$ cat src/rtl/sertx_pkg.sv
package sertx_pkg;

    localparam int unsigned MIN_WORD = 5;

    typedef enum logic [2:0] {
        FS_IDLE  = 3'd0,
        FS_START = 3'd1,
        FS_DATA  = 3'd2,
        FS_PAR   = 3'd3,
        FS_STOP  = 3'd4,
        FS_BRK   = 3'd5
    } frame_st_e;

    typedef enum logic [1:0] {
        OP_BRK_ON  = 2'b00,
        OP_BRK_OFF = 2'b01,
        OP_RTS_ON  = 2'b10,
        OP_RTS_OFF = 2'b11
    } op_e;

endpackage

$ cat src/rtl/sertx_baud.sv
module sertx_baud #(
    parameter int unsigned OVS = 16
) (
    input  logic clk_i,
    input  logic rst_ni,
    input  logic tick_i,
    input  logic over_i,
    output logic bstb_o
);
    localparam int unsigned SW = (OVS > 1) ? $clog2(OVS) : 1;
    localparam logic [SW-1:0] LAST = SW'(OVS - 1);

    typedef struct packed {
        logic [SW-1:0] sub;
    } baud_t;

    baud_t state_d, state_q;

    always_comb begin
        state_d = state_q;
        if (tick_i) begin
            state_d.sub = (state_q.sub == LAST) ? '0 : state_q.sub + 1'b1;
        end
        bstb_o = tick_i & (~over_i | (state_q.sub == LAST));
    end

    always_ff @(posedge clk_i) begin
        if (!rst_ni) state_q <= '0;
        else         state_q <= state_d;
    end
endmodule

$ cat src/rtl/sertx_hold.sv
module sertx_hold #(
    parameter int unsigned W     = 8,
    parameter int unsigned DEPTH = 4
) (
    input  logic         clk_i,
    input  logic         rst_ni,
    input  logic         push_i,
    input  logic [W-1:0] wdata_i,
    input  logic         pop_i,
    output logic [W-1:0] rdata_o,
    output logic         empty_o,
    output logic         full_o
);
    localparam int unsigned AW = (DEPTH > 1) ? $clog2(DEPTH) : 1;
    localparam int unsigned CW = $clog2(DEPTH + 1);
    localparam logic [AW-1:0] ALAST = AW'(DEPTH - 1);
    localparam logic [CW-1:0] CFULL = CW'(DEPTH);

    typedef struct packed {
        logic [DEPTH-1:0][W-1:0] mem;
        logic [AW-1:0]           wp;
        logic [AW-1:0]           rp;
        logic [CW-1:0]           cnt;
    } hold_t;

    hold_t state_d, state_q;
    logic  do_push, do_pop;

    always_comb begin
        state_d = state_q;
        do_push = push_i && (state_q.cnt != CFULL);
        do_pop  = pop_i && (state_q.cnt != '0);
        if (do_push) begin
            state_d.mem[state_q.wp] = wdata_i;
            state_d.wp = (state_q.wp == ALAST) ? '0 : state_q.wp + 1'b1;
        end
        if (do_pop) begin
            state_d.rp = (state_q.rp == ALAST) ? '0 : state_q.rp + 1'b1;
        end
        case ({do_push, do_pop})
            2'b10:   state_d.cnt = state_q.cnt + 1'b1;
            2'b01:   state_d.cnt = state_q.cnt - 1'b1;
            default: state_d.cnt = state_q.cnt;
        endcase
    end

    always_ff @(posedge clk_i) begin
        if (!rst_ni) state_q <= '0;
        else         state_q <= state_d;
    end

    assign rdata_o = state_q.mem[state_q.rp];
    assign empty_o = (state_q.cnt == '0);
    assign full_o  = (state_q.cnt == CFULL);
endmodule

$ cat src/rtl/sertx_frame.sv
module sertx_frame
    import sertx_pkg::*;
#(
    parameter int unsigned W = 8
) (
    input  logic         clk_i,
    input  logic         rst_ni,
    input  logic         bstb_i,
    input  logic         avail_i,
    input  logic         go_i,
    input  logic         brk_i,
    input  logic [W-1:0] data_i,
    input  logic [1:0]   wlen_i,
    input  logic [1:0]   par_i,
    input  logic         stop2_i,
    output logic         pop_o,
    output logic         txd_o,
    output logic         idle_o,
    output logic         done_o
);
    localparam int unsigned CW = $clog2(W);

    typedef struct packed {
        frame_st_e     st;
        logic [W-1:0]  sh;
        logic [CW-1:0] idx;
        logic          pbit;
        logic          second;
    } frame_t;

    frame_t        state_d, state_q;
    logic [CW-1:0] last_idx;
    logic [W-1:0]  mask;
    logic          par_en;
    logic          launch;

    always_comb begin
        last_idx = CW'(MIN_WORD - 1) + CW'(wlen_i);
        par_en   = (par_i == 2'b01) || (par_i == 2'b10);
        for (int i = 0; i < W; i++) begin
            mask[i] = (i <= int'(last_idx));
        end

        state_d = state_q;
        pop_o   = 1'b0;
        done_o  = 1'b0;
        launch  = 1'b0;

        if (bstb_i) begin
            case (state_q.st)
                FS_IDLE:  launch = 1'b1;
                FS_START: begin
                    state_d.st  = FS_DATA;
                    state_d.idx = '0;
                end
                FS_DATA: begin
                    if (state_q.idx == last_idx) begin
                        state_d.st     = par_en ? FS_PAR : FS_STOP;
                        state_d.second = 1'b0;
                    end else begin
                        state_d.sh  = state_q.sh >> 1;
                        state_d.idx = state_q.idx + 1'b1;
                    end
                end
                FS_PAR: begin
                    state_d.st     = FS_STOP;
                    state_d.second = 1'b0;
                end
                FS_STOP: begin
                    if (stop2_i && !state_q.second) state_d.second = 1'b1;
                    else                            launch = 1'b1;
                end
                FS_BRK: begin
                    if (!brk_i) state_d.st = FS_IDLE;
                end
                default: state_d.st = FS_IDLE;
            endcase
        end

        if (launch) begin
            if (brk_i) begin
                state_d.st = FS_BRK;
            end else if (avail_i && go_i) begin
                state_d.st   = FS_START;
                state_d.sh   = data_i & mask;
                state_d.pbit = (^(data_i & mask)) ^ (par_i == 2'b10);
                pop_o        = 1'b1;
            end else begin
                state_d.st = FS_IDLE;
            end
            done_o = (state_q.st == FS_STOP) && !pop_o;
        end
    end

    always_ff @(posedge clk_i) begin
        if (!rst_ni) state_q <= '0;
        else         state_q <= state_d;
    end

    always_comb begin
        case (state_q.st)
            FS_START: txd_o = 1'b0;
            FS_DATA:  txd_o = state_q.sh[0];
            FS_PAR:   txd_o = state_q.pbit;
            FS_BRK:   txd_o = 1'b0;
            default:  txd_o = 1'b1;
        endcase
    end

    assign idle_o = (state_q.st == FS_IDLE);
endmodule

$ cat src/rtl/sertx_core.sv
module sertx_core
    import sertx_pkg::*;
#(
    parameter int unsigned DATA_W = 8,
    parameter int unsigned DEPTH  = 4,
    parameter int unsigned OVS    = 16
) (
    input  logic              clk_i,
    input  logic              rst_ni,
    input  logic              tx_en_i,
    input  logic              tick_i,
    input  logic              over16_i,
    input  logic [1:0]        wlen_i,
    input  logic [1:0]        par_i,
    input  logic              stop2_i,
    input  logic              cts_gate_i,
    input  logic              cts_i,
    input  logic              auto_rts_i,
    input  logic              wr_i,
    input  logic [DATA_W-1:0] wdata_i,
    input  logic              cmd_i,
    input  logic [1:0]        cmd_op_i,
    output logic              txd_o,
    output logic              rdy_o,
    output logic              empty_o,
    output logic              rts_o
);
    typedef struct packed {
        logic brk;
        logic rts;
    } ctl_t;

    ctl_t              state_d, state_q;
    logic              bstb;
    logic              push, go;
    logic              h_empty, h_full;
    logic [DATA_W-1:0] h_rdata;
    logic              f_pop, f_idle, f_done, f_txd;
    logic              brk_on;

    sertx_baud #(.OVS(OVS)) u_baud (
        .clk_i  (clk_i),
        .rst_ni (rst_ni),
        .tick_i (tick_i),
        .over_i (over16_i),
        .bstb_o (bstb)
    );

    sertx_hold #(.W(DATA_W), .DEPTH(DEPTH)) u_hold (
        .clk_i   (clk_i),
        .rst_ni  (rst_ni),
        .push_i  (push),
        .wdata_i (wdata_i),
        .pop_i   (f_pop),
        .rdata_o (h_rdata),
        .empty_o (h_empty),
        .full_o  (h_full)
    );

    sertx_frame #(.W(DATA_W)) u_frame (
        .clk_i   (clk_i),
        .rst_ni  (rst_ni),
        .bstb_i  (bstb),
        .avail_i (!h_empty),
        .go_i    (go),
        .brk_i   (state_q.brk),
        .data_i  (h_rdata),
        .wlen_i  (wlen_i),
        .par_i   (par_i),
        .stop2_i (stop2_i),
        .pop_o   (f_pop),
        .txd_o   (f_txd),
        .idle_o  (f_idle),
        .done_o  (f_done)
    );

    always_comb begin
        state_d = state_q;
        push    = wr_i & ~state_q.brk;
        go      = tx_en_i & (~cts_gate_i | cts_i);
        if (cmd_i) begin
            case (cmd_op_i)
                OP_BRK_ON:  state_d.brk = 1'b1;
                OP_BRK_OFF: state_d.brk = 1'b0;
                OP_RTS_ON:  state_d.rts = 1'b1;
                OP_RTS_OFF: state_d.rts = 1'b0;
            endcase
        end else if (auto_rts_i && f_done && h_empty) begin
            state_d.rts = 1'b0;
        end
    end

    always_ff @(posedge clk_i) begin
        if (!rst_ni) state_q <= '0;
        else         state_q <= state_d;
    end

    assign brk_on  = state_q.brk;
    assign txd_o   = f_txd;
    assign rdy_o   = ~h_full;
    assign empty_o = h_empty & f_idle;
    assign rts_o   = state_q.rts;
endmodule

$ cat config.mk
export PLATFORM = sky130hd
export DESIGN_NAME = sertx_core
export DESIGN_NICKNAME = d
export VERILOG_FILES = /design/src/rtl/sertx_pkg.sv /design/src/rtl/sertx_baud.sv /design/src/rtl/sertx_hold.sv /design/src/rtl/sertx_frame.sv /design/src/rtl/sertx_core.sv
export SDC_FILE = /design/constraint.sdc
export NUM_CORES = 1
export LEC_CHECK = 0
export CAP_MARGIN = 10
export CORE_MARGIN = 5
export CORE_UTILIZATION = 63
export DETAILED_ROUTE_END_ITERATION = 12
export DONT_BUFFER_PORTS = 1
export GPL_ROUTABILITY_DRIVEN = 0
export PLACE_DENSITY = 0.89
export REMOVE_ABC_BUFFERS = 1
export SLEW_MARGIN = 15
export SYNTH_ARGS = -nofsm -noshare
export SYNTH_HDL_FRONTEND = slang
export SYNTH_HIERARCHICAL = 1
export SYNTH_SLANG_ARGS = --single-unit
$ cat constraint.sdc
create_clock -name clk_i -period 4.55 [get_ports clk_i]
set_input_delay 0.91 -clock clk_i [delete_from_list [all_inputs] [get_ports clk_i]]
set_output_delay 0.91 -clock clk_i [all_outputs]
set_load 0.05 [all_outputs]
* Yosys cells after proc, flatten, opt, wreduce, memory -nomap -nowiden
Index checks and enable logic that the tools add are counted.
Word-level totals: register bits after elaboration 61, output and inout bits 4, input bits 25
Cells by class: bitwise operators 12, order comparisons 10, $add $sub $neg 7, reduce and logical (&&, ||, !) cells 31, muxes and demuxes 38, equality and inequality tests 25
Operator list (count):
- two-way mux 8 bit | 5
- bitwise mux 32 bit | 1
- two-way mux 11 bit | 2
- binary-select mux 8 bit (select 2 bit) | 1
- demux 8 bit (select 2 bit) | 1
- case mux 3 bit (5 select lines) | 1
- two-way mux 14 bit | 1
- equality test 2 bit (second input constant) | 6
- less-or-equal comparator 3 bit (first input constant) | 4
- two-way mux 1 bit | 12
- two-way mux 3 bit | 4
- case mux 3 bit (2 select lines) | 2
- nonzero test 2 bit | 5
- equality test 3 bit (second input constant) | 3
- bitwise AND 8 bit | 1
- logical AND 1 bit | 8
- AND reduction 4 bit | 2
- XOR reduction 8 bit | 1
- adder 3 x 1 -> 3 bit (second input constant) | 2
- equality test 2 x 1 -> 1 bit (second input constant) | 3
- equality test 3 x 2 -> 1 bit (second input constant) | 2
- less-or-equal comparator 2 x 3 -> 1 bit (first input constant) | 2
- logical NOT 3 bit | 2
- < comparator 2 x 3 -> 1 bit (second input constant) | 2
- other kinds (29) | 50

* Depth between registers and ports, before layout
depth in word-level cells 14, mapped depth 16, mapped depth without buffers 14

* Cells and area by module
The synthesis kept the hierarchy.
By module, submodules not included:
- sertx_hold | instances 1, area an instance 1839.3 um^2, cells an instance 178
- sertx_frame | instances 1, area an instance 1084.8 um^2, cells an instance 123
- sertx_baud | instances 1, area an instance 193.9 um^2, cells an instance 19
- sertx_core | instances 1, area an instance 123.9 um^2, cells an instance 15

* Worst setup path after synthesis
No wires, ideal clock.
path kind in2reg, start input tick_i, end register u_hold/state_q[2] (netlist bit), library setup time 0.076 ns, buffers on the path 2, data required time 4.474 ns, setup slack 0.642 ns, cell stages on the path 14, data arrival time 3.832 ns, path through a21boi_0 -> or3b_1 -> or3_1 -> buf_6 -> buf_6 -> inv_1 -> o31ai_1 -> inv_1 -> ha_1 -> inv_1 -> fa_1 -> xor2_1 -> or3_1 -> a21boi_0
Between the ends: word-level cells in the longest chain between the ends 6, elaborated cells between the ends (all ways) 8, those cells by class 2 x eq/ne; 3 x mux; 1 x bitwise; 2 x reduce/logical
Ends and longest elaborated chain:
- start: declaration | line sertx_core.sv:11 | input logic tick_i,
- bitwise AND 1 bit (*) | line sertx_baud.sv:24 | bstb_o = tick_i & (~over_i | (state_q.sub == LAST));
- two-way mux 1 bit (*) | line sertx_frame.sv:49 | if (bstb_i) begin
- two-way mux 1 bit (*) | line sertx_frame.sv:80 | if (launch) begin
- net f_pop | line sertx_core.sv:38 | logic f_pop, f_idle, f_done, f_txd;
- logical AND 1 bit (*) | line sertx_hold.sv:32 | do_pop = pop_i && (state_q.cnt != '0);
- net u_hold.do_pop | line sertx_hold.sv:27 | logic do_push, do_pop;
- equality test 2 x 1 -> 1 bit or equality test 2 bit (tied branches) | line sertx_hold.sv:40 | case ({do_push, do_pop})
- case mux 3 bit (2 select lines) or nonzero test 2 bit (tied branches)
- end signal: assignment | line sertx_hold.sv:49 | else state_q <= state_d;
- end: declaration | line sertx_hold.sv:26 | hold_t state_d, state_q;
The timed path passes the listed nets; every way through them passes the cells marked *. A chain may end at the register's enable or synchronous reset.

* Worst setup path after layout
start register u_baud/state_q[0] (netlist bit), end register u_hold/state_q[2] (netlist bit)
Between the ends: word-level cells in the longest chain between the ends 8, elaborated cells between the ends (all ways) 10, those cells by class 3 x eq/ne; 3 x mux; 2 x bitwise; 2 x reduce/logical
Ends and longest elaborated chain:
- start: declaration | line sertx_baud.sv:17 | baud_t state_d, state_q;
- start signal: assignment | line sertx_baud.sv:29 | else state_q <= state_d;
- equality test 4 bit (*) | line sertx_baud.sv:24
- OR 1 bit (*) | line sertx_baud.sv:24
- bitwise AND 1 bit (*) | line sertx_baud.sv:24
- net bstb | line sertx_core.sv:34 | logic bstb;
- two-way mux 1 bit (*) | line sertx_frame.sv:49
- two-way mux 1 bit (*) | line sertx_frame.sv:80
- net f_pop | line sertx_core.sv:38
- logical AND 1 bit (*) | line sertx_hold.sv:32
- net u_hold.do_pop | line sertx_hold.sv:27
- equality test 2 x 1 -> 1 bit or equality test 2 bit (tied branches) | line sertx_hold.sv:40
- case mux 3 bit (2 select lines) or nonzero test 2 bit (tied branches)
Marked as above.

==> impl_metrics.csv <==
group,metric,value,unit
detailed_routing,drt.antenna.violating_nets,0,
grt,antenna_found_initial,0,
clocking,cts_buffers,9,
detailed_routing,vias,2404,
synthesis,avgSynthCellArea,9.68,sq um
clocking,clk_latency,330,ps
die,ios,29,
clocking,cts_tree,"yes",
detailed_routing,routed_wl,6370,um
synthesis,synth_largest_area_cell,"dfxtp_1",
clocking,path_clk_slew,70,ps
grt,grtUsageTotal,0.208,
setup_path,critical_path_class,"reg -> reg",
detailed_routing,viasPerCell,5.95,
timing,hold_violations,0,
clocking,cts_setup_buffers,0,
timing,rsz0062_at_grt,"no",
setup_path,cp.depth,16,
power,power.leakage,0.00129,uW
power,peakVddDrop,0.328,mV
final_layout,syn_to_final_growth,5.94,%
setup_path,start_kind,"flip-flop",
setup_path,cp_max_fo,18,
grt,grt_pass1_wl,10600,um
detailed_routing,avgRoutedWirePerCell,15.8,um
synthesis,synth-seq-area-share,0.377,
final_layout,final_common_cell,"dfxtp_1",
setup_path,worst-path-buf-inv,5,
hold_path,hold_path_depth,2,
final_layout,antenna_cells,0,
timing,drv_slew,0,
timing,setup_viol,0,
outcome,run_status,"finished clean",
die,die_w,81.7,um
grt,grt_max_degree,65,
detailed_routing,dr.pass1.iters,7,
setup_path,r2r_setup_slack,950,ps
timing,worstMarginPinSlew,1090,ps
setup_path,required,4810,ps
synthesis,yosysWarnings,6,
synthesis,ys_ff_latch,61,
setup_path,crit_slowest_cell,"dfxtp_1",
synthesis,netlist_instances,335,
setup_path,path_cells,"ha_1, nand3_1, a21boi_0, buf_4, or3b_1, or3_1, buf_4, inv_1, o31ai_1, inv_1, ha_1, inv_1, fa_1, xor2_1, or3_1, a21boi_0",
setup_path,r2r_cells,16,
final_layout,nets,364,
detailed_routing,drcViolationCount,0,
timing,holdWs,457,ps
clocking,cts_buffer_depth,2,
die,die_area,6680,sq um
synthesis,ys_types,53,
setup_path,cpPeakStageDelay,380,ps
synthesis,synth-edff-count,0,
grt,overflow,0,
detailed_routing,drt_iter0_drc,168,
synthesis,synth_top_cell_area_share,0.377,
placement,hpwl,4260,um
clocking,cts.htree.levels,3,
synthesis,synth-main-ff-cell,"dfxtp_1",
synthesis,netlist_area,3240,sq um
clocking,clock-sinks,61,
die,core,5040,sq um
die,die_y,81.7,um
placement,portBuffers,0,
timing,finalCritPeriodShare,0.792,
setup_path,cpMostUsedCell,"inv_1",
setup_path,cp_top_family,"simple AND/OR/NAND/NOR gates",
grt,grt_pass1_vias,2294,
timing,period_needed,3600,ps
hold_path,hp-class,"reg -> reg",
timing,fmax,0.278,GHz
clocking,holdBufCountCts,0,
timing,tns,0,ps
timing,fin_skew,6.90,ps
power,cellPowerDensity,359,nW/um^2
synthesis,synthTopCellsByArea,"dfxtp_1 38%, mux2i_1 13%, nand2_1 6.1%",
clocking,cts_resized,0,
final_layout,drive_gt1_frac,0.126,
setup_path,worst_ep_arrival_time,3870,ps
synthesis,ys_async_sr_fraction,0,
die,num_rows,26,
job,max_cap_violations,0,
timing,slew_headroom,0.273,
clocking,cts_root_buf,"clkbuf_8",
setup_path,endpoint_kind,"flip-flop",
die,initial_utilization,0.643,
final_layout,mostFrequentLayoutCells,"61 x dfxtp_1, 53 x nand2_1, 41 x mux2i_1",
synthesized netlist by cell type (2+ instances only):
| master | count |
|---|---|
| a21oi_1 | 12 |
| o21a_1 | 2 |
| inv_1 | 17 |
| mux4_2 | 8 |
| o211a_1 | 3 |
| nor2_1 | 13 |
| or3_1 | 3 |
| nor2b_1 | 3 |
| xor2_1 | 3 |
| nand3_1 | 6 |
| or3b_1 | 2 |
| ha_1 | 9 |
| nor3_1 | 3 |
| nand2_1 | 53 |
| a211oi_2 | 7 |
| and2_1 | 5 |
| o21ai_0 | 9 |
| a31oi_1 | 2 |
| buf_2 | 3 |
| and3_4 | 4 |
| buf_6 | 7 |
| nor3b_1 | 2 |
| dfxtp_1 | 61 |
| mux2i_1 | 41 |
| nand3b_1 | 6 |
| xnor2_1 | 7 |
| nand4_1 | 2 |
| o21ai_1 | 2 |
| a21boi_0 | 5 |
| and3b_1 | 3 |
| clkbuf_1 | 10 |
power by group:
group          total, uW  switching [uW]  internal [uW]
logic                136            71.3           64.3
clock network        523             218            305
registers            574            19.2            555
total               1230             309            924
metal layers:
layer	track usage	share of wire	up-vias
li1	-	-	1160
met5	0	0	-
met1	0.257	0.44	1169
met3	0.0559	0.047	15
met2	0.335	0.49	60
met4	0.101	0.018	0
cells by family (layout without fill, tap and decap cells):
kind of cell	Yosys count	in the layout	synth area share
DFF	61	61	0.377
buffers and inverters	37	36	0.0602
AOI/OAI and AO/OA	52	52	0.118
muxes	50	50	0.186
xor gates and xnor gates	11	11	0.0340
and+or+nand+nor	114	114	0.184
adders and majority gates	10	10	0.0409
path summary, 6_finish.rpt:
check                                        start                  to
worst min register to register  u_hold/state_q[15]  u_hold/state_q[15]
worst max-delay path             u_baud/state_q[0]   u_hold/state_q[2]
worst min-delay path            u_hold/state_q[15]  u_hold/state_q[15]
worst max register to register   u_baud/state_q[0]   u_hold/state_q[2]
metrics by stage:
step                      std cells  area (sq um)  utilization  total power (uW)  setup WS [ps]
final                           404          3430        0.681              1230            947
after global routing            404          3430        0.681              1280            596
after CTS                       404          3430        0.681              1240            922
after detailed placement        388          3220        0.639               719            754
after global placement          388          3220        0.639               713            831
after floorplan                 315          3110            -               693            590
flip-flops by register name (all words and copies together), names as in the netlist:
name             cells
u_baud/state_q       4
rts_o                1
brk_on               1
u_frame/state_q     16
u_hold/state_q      39
cell type report:
cell class	instances	area, sq um
repair buffers	3	22.5
well taps	70	87.6
flip-flops and latches	61	1220
inverters	17	63.8
clock inverters	7	90.1
multi-input cells	237	1830
fillers	373	1610
clock buffers	9	124
worst min-delay path, delay by kind of cell (launching register included):
family	cells	cell delay, ps
muxes	1	50
and+or+nand+nor	1	50
DFF	1	310
Power figures use the tool's default switching activity.
